[src/rtl/gpio_irq_pkg.sv]
`timescale 1ns/1ps
package gpio_irq_pkg;

  localparam int unsigned BANK_W = 32;

  // {level, invert}
  typedef enum logic [1:0] {
    TRIG_RISE = 2'b00,
    TRIG_FALL = 2'b01,
    TRIG_LOW  = 2'b10,
    TRIG_HIGH = 2'b11
  } trig_e;

  typedef enum logic {
    REG_STATUS = 1'b0,
    REG_ENABLE = 1'b1
  } reg_sel_e;

  function automatic int unsigned bank_valid(input int unsigned n_pins,
                                             input int unsigned bank);
    int unsigned base;
    base = bank * BANK_W;
    if (n_pins <= base) return 0;
    if (n_pins - base >= BANK_W) return BANK_W;
    return n_pins - base;
  endfunction

endpackage

[src/rtl/gpio_irq_detect.sv]
`timescale 1ns/1ps
module gpio_irq_detect
  import gpio_irq_pkg::*;
#(
  parameter int unsigned W = 32
) (
  input  logic         clk_i,
  input  logic         rst_ni,
  input  logic [W-1:0] pin_i,
  input  logic [W-1:0] lvl_i,
  input  logic [W-1:0] inv_i,
  input  logic [W-1:0] act_i,
  output logic [W-1:0] evt_o
);

  logic [W-1:0] prev_q;

  always_ff @(posedge clk_i or negedge rst_ni) begin
    if (!rst_ni) prev_q <= '0;
    else         prev_q <= pin_i;
  end

  for (genvar p = 0; p < W; p++) begin : g_pin
    trig_e mode;
    logic  hit;
    assign mode = trig_e'({lvl_i[p], inv_i[p]});
    always_comb begin
      unique case (mode)
        TRIG_RISE: hit =  pin_i[p] & ~prev_q[p];
        TRIG_FALL: hit = ~pin_i[p] &  prev_q[p];
        TRIG_LOW:  hit = ~pin_i[p];
        default:   hit =  pin_i[p];
      endcase
    end
    assign evt_o[p] = hit & act_i[p];
  end

  // edge modes fire only when the pin moved since the last edge
  AST_EDGE_NEEDS_CHANGE: assert property (@(posedge clk_i) disable iff (!rst_ni)
    ((evt_o & ~lvl_i & ~(pin_i ^ prev_q)) == '0));

endmodule

[src/rtl/gpio_irq_bank.sv]
`timescale 1ns/1ps
module gpio_irq_bank
  import gpio_irq_pkg::*;
#(
  parameter int unsigned VALID = BANK_W
) (
  input  logic              clk_i,
  input  logic              rst_ni,
  input  logic [BANK_W-1:0] evt_i,
  input  logic [BANK_W-1:0] clr_i,
  input  logic              en_we_i,
  input  logic [BANK_W-1:0] en_wdata_i,
  output logic [BANK_W-1:0] status_o,
  output logic [BANK_W-1:0] enable_o,
  output logic              pend_o
);

  localparam logic [BANK_W-1:0] MASK = (VALID >= BANK_W) ? {BANK_W{1'b1}} :
                                       BANK_W'((64'd1 << VALID) - 64'd1);

  logic [BANK_W-1:0] status_q, status_d;
  logic [BANK_W-1:0] enable_q, enable_d;

  // set dominates clear: a concurrent event survives the W1C
  assign status_d = ((status_q & ~clr_i) | evt_i) & MASK;
  assign enable_d = en_we_i ? (en_wdata_i & MASK) : enable_q;

  always_ff @(posedge clk_i or negedge rst_ni) begin
    if (!rst_ni) begin
      status_q <= '0;
      enable_q <= '0;
    end else begin
      status_q <= status_d;
      enable_q <= enable_d;
    end
  end

  assign status_o = status_q;
  assign enable_o = enable_q;
  assign pend_o   = |(status_q & enable_q);

  AST_EVENT_BEATS_CLEAR: assert property (@(posedge clk_i) disable iff (!rst_ni)
    (|evt_i) |=> ((status_q & $past(evt_i & MASK)) == $past(evt_i & MASK)));

  AST_CLEAR_ONLY_WRITTEN: assert property (@(posedge clk_i) disable iff (!rst_ni)
    1'b1 |=> (($past(status_q) & ~$past(clr_i) & ~status_q) == '0));

  AST_NO_PHANTOM_BITS: assert property (@(posedge clk_i) disable iff (!rst_ni)
    (((status_q | enable_q) & ~MASK) == '0));

endmodule

[src/rtl/gpio_irq_banks.sv]
`timescale 1ns/1ps
module gpio_irq_banks
  import gpio_irq_pkg::*;
#(
  parameter  int unsigned NUM_PINS  = 94,
  localparam int unsigned NUM_BANKS = (NUM_PINS + BANK_W - 1) / BANK_W,
  localparam int unsigned IDX_W     = (NUM_BANKS > 1) ? $clog2(NUM_BANKS) : 1,
  localparam int unsigned ADDR_W    = IDX_W + 1
) (
  input  logic                clk_i,
  input  logic                rst_ni,
  input  logic [NUM_PINS-1:0] pin_i,
  input  logic [NUM_PINS-1:0] trig_lvl_i,
  input  logic [NUM_PINS-1:0] trig_inv_i,
  input  logic [NUM_PINS-1:0] sense_en_i,
  input  logic [NUM_PINS-1:0] gpio_mode_i,
  input  logic [ADDR_W-1:0]   reg_addr_i,
  input  logic                reg_we_i,
  input  logic [BANK_W-1:0]   reg_wdata_i,
  output logic [BANK_W-1:0]   reg_rdata_o,
  output logic                irq_o
);

  localparam int unsigned PAD_W = NUM_BANKS * BANK_W;

  logic [PAD_W-1:0] pin_pad, lvl_pad, inv_pad, act_pad, evt_w;
  logic [PAD_W-1:0] status_all, enable_all;
  logic [NUM_BANKS-1:0] pend_w;

  assign pin_pad = PAD_W'(pin_i);
  assign lvl_pad = PAD_W'(trig_lvl_i);
  assign inv_pad = PAD_W'(trig_inv_i);
  assign act_pad = PAD_W'(sense_en_i & gpio_mode_i);

  gpio_irq_detect #(.W(PAD_W)) u_detect (
    .clk_i  (clk_i),
    .rst_ni (rst_ni),
    .pin_i  (pin_pad),
    .lvl_i  (lvl_pad),
    .inv_i  (inv_pad),
    .act_i  (act_pad),
    .evt_o  (evt_w)
  );

  logic [IDX_W-1:0] idx_w;
  reg_sel_e         sel_w;
  assign idx_w = reg_addr_i[IDX_W-1:0];
  assign sel_w = reg_sel_e'(reg_addr_i[ADDR_W-1]);

  for (genvar b = 0; b < NUM_BANKS; b++) begin : g_bank
    logic              hit;
    logic [BANK_W-1:0] clr;
    assign hit = reg_we_i && (idx_w == IDX_W'(b));
    assign clr = (hit && sel_w == REG_STATUS) ? reg_wdata_i : '0;

    gpio_irq_bank #(.VALID(bank_valid(NUM_PINS, b))) u_bank (
      .clk_i      (clk_i),
      .rst_ni     (rst_ni),
      .evt_i      (evt_w[b*BANK_W +: BANK_W]),
      .clr_i      (clr),
      .en_we_i    (hit && sel_w == REG_ENABLE),
      .en_wdata_i (reg_wdata_i),
      .status_o   (status_all[b*BANK_W +: BANK_W]),
      .enable_o   (enable_all[b*BANK_W +: BANK_W]),
      .pend_o     (pend_w[b])
    );
  end

  always_comb begin
    reg_rdata_o = '0;
    for (int b = 0; b < NUM_BANKS; b++) begin
      if (idx_w == IDX_W'(b)) begin
        reg_rdata_o = (sel_w == REG_ENABLE) ? enable_all[b*BANK_W +: BANK_W]
                                            : status_all[b*BANK_W +: BANK_W];
      end
    end
  end

  always_ff @(posedge clk_i or negedge rst_ni) begin
    if (!rst_ni) irq_o <= 1'b0;
    else         irq_o <= |pend_w;
  end

  logic [PAD_W-1:0] hi_w;
  assign hi_w = pin_pad & lvl_pad & inv_pad & act_pad;

  AST_IRQ_RISE_PENDING: assert property (@(posedge clk_i) disable iff (!rst_ni)
    $rose(irq_o) |-> $past(|pend_w));

  AST_LEVEL_HIGH_SETS: assert property (@(posedge clk_i) disable iff (!rst_ni)
    1'b1 |=> ((status_all & $past(hi_w)) == $past(hi_w)));

  AST_MUTED_NO_SET: assert property (@(posedge clk_i) disable iff (!rst_ni)
    1'b1 |=> ((status_all & ~$past(status_all) & ~$past(act_pad)) == '0));

endmodule

[config.mk]
export PLATFORM = sky130hd
export DESIGN_NAME = gpio_irq_banks
export DESIGN_NICKNAME = d
export VERILOG_FILES = /design/src/rtl/gpio_irq_pkg.sv /design/src/rtl/gpio_irq_detect.sv /design/src/rtl/gpio_irq_bank.sv /design/src/rtl/gpio_irq_banks.sv
export SDC_FILE = /design/constraint.sdc
export NUM_CORES = 1
export LEC_CHECK = 0
export ABC_CLOCK_PERIOD_IN_PS = 3500
export BUFFER_PORTS_ARGS = -buffer_cell sky130_fd_sc_hd__buf_2
export CAP_MARGIN = 20
export CORE_AREA = 2 2 208 210
export CTS_CLUSTER_DIAMETER = 80
export DETAILED_ROUTE_END_ITERATION = 12
export DIE_AREA = 0 0 210 212
export GPL_ROUTABILITY_DRIVEN = 0
export REMOVE_ABC_BUFFERS = 1
export SLEW_MARGIN = 20
export SYNTH_ARGS = -nofsm -noshare
export SYNTH_HDL_FRONTEND = slang
export SYNTH_SLANG_ARGS = --single-unit
[constraint.sdc]
create_clock -name clk_i -period 3.5 [get_ports clk_i]
set_input_delay 0.175 -clock clk_i [delete_from_list [all_inputs] [get_ports clk_i]]
set_output_delay 0.175 -clock clk_i [all_outputs]
set_load 0.1 [all_outputs]
# == After elaboration in Yosys (flattened, before gate mapping) ==
# Index checks and enable logic that the tools add are counted.
# totals
register_bits,283
out_inout_bits,33
word_cells,890
# classes
n_eq_ne,190
mux,103
bitwise,484
reduce_logical,105
# ops
operator,count
AND 1 bit,282
one-hot mux 1 bit (3 select lines),94
two-way mux 32 bit,7
"equality test 2 x 1 -> 1 bit, second input constant",95
"equality test 2 bit, second input constant",95
logical NOT 2 bit,95
NOT 1 bit,189
AND 32 bit,4
OR reduction 96 bit,1
AND 94 bit,1
NOT 32 bit,2
OR 32 bit,2
AND 30 bit,2
two-way mux 30 bit,2
NOT 30 bit,1
OR 30 bit,1
logical AND 1 bit,9

# == Depth between registers and ports, before layout ==
# logic_depth
depth_word,7
mapped_depth,6

# == Modules after synthesis ==
# Synthesis repeated with hierarchy kept, for this count alone.
# unflattened
cells_unflattened,1638
area_unflattened_um2,16644.7
# modules_own_cells
module,instances,cells_per_inst,area_per_inst_um2,seq_area_each_um2
gpio_irq_detect,1,672,6243.5,2402.3
gpio_irq_bank (g_bank[0].u_bank ...),2,185,2503.7,1601.5
gpio_irq_banks,1,418,2996.6,25.0
gpio_irq_bank (g_bank[2].u_bank),1,178,2397.3,1501.4

# == Worst setup path before layout ==
# OpenSTA, ideal clock, no wires.
# synth_timing
path_kind,in2out
start,input reg_addr_i[2]
end,output reg_rdata_o[10]
arrival_time_ps,2416
path_slack_ps,909
stages,5
path_buffers,3
path_cell_list,buf_4 > buf_4 > buf_2 > mux2i_1 > o22ai_1
# synth_between
elab_chain_cells,4
# synth_rtl
item,line,rtl
from (decl),gpio_irq_banks.sv:17,"input logic [ADDR_W-1:0] reg_addr_i,"
two-way mux 32 bit,gpio_irq_banks.sv:73,reg_rdata_o = (sel_w == REG_ENABLE) ? enable_all[b*BANK_W +: BANK_W]
two-way mux 32 bit (2 in a row),gpio_irq_banks.sv:72,if (idx_w == IDX_W'(b)) begin
two-way mux 32 bit *,gpio_irq_banks.sv:72,
to (decl),gpio_irq_banks.sv:20,"output logic [BANK_W-1:0] reg_rdata_o,"
# Mark *: on every way between the ends. The rest lies on a longest branch, timed or not.

# == Final worst setup path ==
# layout_timing
start,input reg_addr_i[0]
end,output reg_rdata_o[31]
# layout_between
elab_chain_cells,4
# layout_rtl
item,line
logical NOT 2 bit,gpio_irq_banks.sv:72
two-way mux 32 bit (2 in a row),gpio_irq_banks.sv:72
two-way mux 32 bit *,gpio_irq_banks.sv:72
# Marks and branches as above.

==> results.ini <==
[floorplanning]
die_w_um = 210
rows = 76
initial_utilization = 0.349
core_area_um2 = 42500
dieArea_um2 = 44500
dieHeight_um = 212
ioPinCount = 541

[clock_network]
cts_root_buf = clkbuf_16
cts.clk_slew.worst_paths_ns = 0.05
ctsHtreeMaxLevel = 2
cts_made_buffers = 38
cts.sinks = 283
max-clock-path-buffers = 3
cts_resized = 0
clk_latency_ns = 0.54
cts_tree = built

[critical_path]
rr_endpoint = irq_o
crit_top_cell = buf_4
crit_type = input port to primary output
endpoint_kind = primary output
cp_max_fo = 30
start_kind = input port
crit_slowest_cell = mux4_2
r2r-start = g_bank[2].u_bank.enable_o[17]
path_cells = buf_4 -> buf_4 -> mux4_2 -> nor2b_1 -> buf_2
critical_path_arrival_ns = 2.16
cp_slowest_stage_delay_ns = 0.54
required_ns = 3.32
regToRegSetupSlack_ns = 1.55
worst-r2r-cell-count = 5

[logic_synthesis]
yosys.cell_types.count = 31
synthSimpleGateAreaFrac = 0.177
syn_avg_cell_area_um2 = 11.3
synth_area_um2 = 14800
yosys_warnings = 0
yosysTopAreaCell = dfrtp_1
synthTopCellsByArea = dfrtp_1 (48%), a32o_1 (6.3%), and3b_1 (5.6%)
yosysTopAreaCellShare = 0.478
synthMuxAreaShare = 0.129
seq_area_frac_synth = 0.478
synthXorXnorAreaFrac = 0.0555
synthAdderAreaFrac = 0
synth_top_family_by_area = simple AND/OR/NAND/NOR gates
syn-instance-count = 1311
ys_seq_elements = 283
synth_compound_area_frac = 0.142

[sta]
fmax_mhz = 429
worstMarginPinSlew_ns = 0.930
drv_slew = 0
finalHoldViolations = 0
finalCriticalPeriod_ns = 2.33
fin_skew_ns = 0.0123
tns_ns = 0
relSlewSlack = 0.378
setup_viol = 0
rsz0062_at_grt = no
fin_crit_sh = 0.666

[worst_hold_path]
hold_end = g_bank[2].u_bank.enable_o[9]
hold_start = reg_wdata_i[9]
whs_path_depth = 2
min_path_type = input port to register

[detailed_routing]
post-route-drc-count = 0
postRouteAntennaNets = 0
drt-total-wl_mm = 58.5
wl_per_cell_um = 21.2
viasPerCell = 5.36
drtIter0Drc = 778
vias = 14800
first_pass_iters = 5

[flow_run]
maxCapViolCount = 0

[global_routing]
grt_max_degree = 97
grt_antenna_before_repair = 4
grt_usage = 0.259
grt_pass1_wl_mm = 88.5
grt_overflow = 0
grt_pass1_vias = 15700

[finish]
final_core_util = 0.539
n_fill_cell = 3704
area_growth_pct = 54.5
final_cell_mix = buf_2 (520), dlygate4sd3_1 (311), dfrtp_1 (283)
nets = 2689
instances_no_fill = 2757
layout-drive-gt1-share = 0.317
layout_commonest_cell = buf_2

[pwr]
p_per_area_nw_per_um2 = 489
p_leak_uw = 0.0102
peakVddDrop_uv = 342

[place]
placedCellCount = 2376
io_buffers = 540
post-dp-hpwl_mm = 42.0

[run_status]
outcome = finished clean

## area by class of cell
cell class	count	area, µm²	area share
Multi-Input combinational cell	971	7510	0.328
Sequential cell	283	7080	0.309
Timing Repair Buffer	870	6290	0.275
Clock buffer	58	1140	0.0496
Tap cell	546	683	0.0298
Clock inverter	9	131	0.00573
Inverter	17	63.8	0.00279
Antenna cell	3	7.51	0.000328
## registers in the layout (all words and copies together), names as in the netlist
register and cells:
g_bank.u_bank.status_o 94, irq_o 1, g_bank.u_bank.enable_o 94, u_detect.prev_q 94
## synth_stat cells, drive strengths merged
master and count:
o22ai 17, nor3 96, a32o 94, nand2 95, a211oi 13, xor2 94
nand4 8, nor4 3, buf 32, nor2b 3, a21oi 120, clkbuf 8
nand2b 2, and3b 94, nand4b 1, mux2i 43, a22o 3, mux2 94
mux4 19, a221oi 3, a22oi 41, nor3b 95, nand3 6, inv 17
dfrtp 283, nor2 27
## critical path, delay by kind of cell
kind                   cells  cell delay [ns]
multiplexers               1             0.54
AND/OR/NAND/NOR            1             0.13
buffers and inverters      3             1.25
## layer usage
layer / track usage / vias up / wire length (µm)
met3: 0.0474 / 132 / 3070
met2: 0.453 / 523 / 29100
met5: 0 / - / 13
met4: 0.105 / 2 / 2170
li1: - / 6785 / -
met1: 0.316 / 7333 / 24100
## repair_timing
action / CTS / global route
endpoints found under the hold margin: 352 / 0
buffers inserted: 0 / 0
setup endpoints to repair: 0 / 0
hold buffers: 311 / 0
## power by group
group          switching [µW]  leakage, µW  internal [µW]
Sequential                484      0.00318           3760
Clock                    1510     0.000625           2460
Combinational            1480      0.00643           1490
## worst max-delay path by stage
stage / from / cells past startpoint / end
floorplan: reg_addr_i[1] / 3 / reg_rdata_o[0]
global placement: reg_addr_i[0] / 5 / reg_rdata_o[31]
detailed placement: reg_addr_i[0] / 5 / reg_rdata_o[31]
CTS: reg_addr_i[0] / 5 / reg_rdata_o[31]
global route: reg_addr_i[0] / 7 / reg_rdata_o[29]
finish: reg_addr_i[0] / 5 / reg_rdata_o[31]
## cell families (layout without fill, tap and decap cells)
kind of cell,count (synthesis),after routing
xor gates and xnor gates,94,94
DFF,283,283
other,0,3
buffers and inverters,57,954
and+or+nand+nor,430,430
AOI/OAI and AO/OA,291,291
muxes,156,156
## stage by stage
step	setup slack, ns	hold slack, ns	total power (µW)	area [µm²]
6_report	1.17	0.0180	11200	22900
5_1_grt	1.09	0.00672	11700	22900
4_1_cts	1.17	0.00114	11300	22900
2_1_floorplan	0.542	-0.121	5560	14600
3_5_place_dp	1.17	0.281	6800	18500
3_3_place_gp	1.18	0.286	6740	18500
Note: power is estimated with default switching activity, not from simulation.
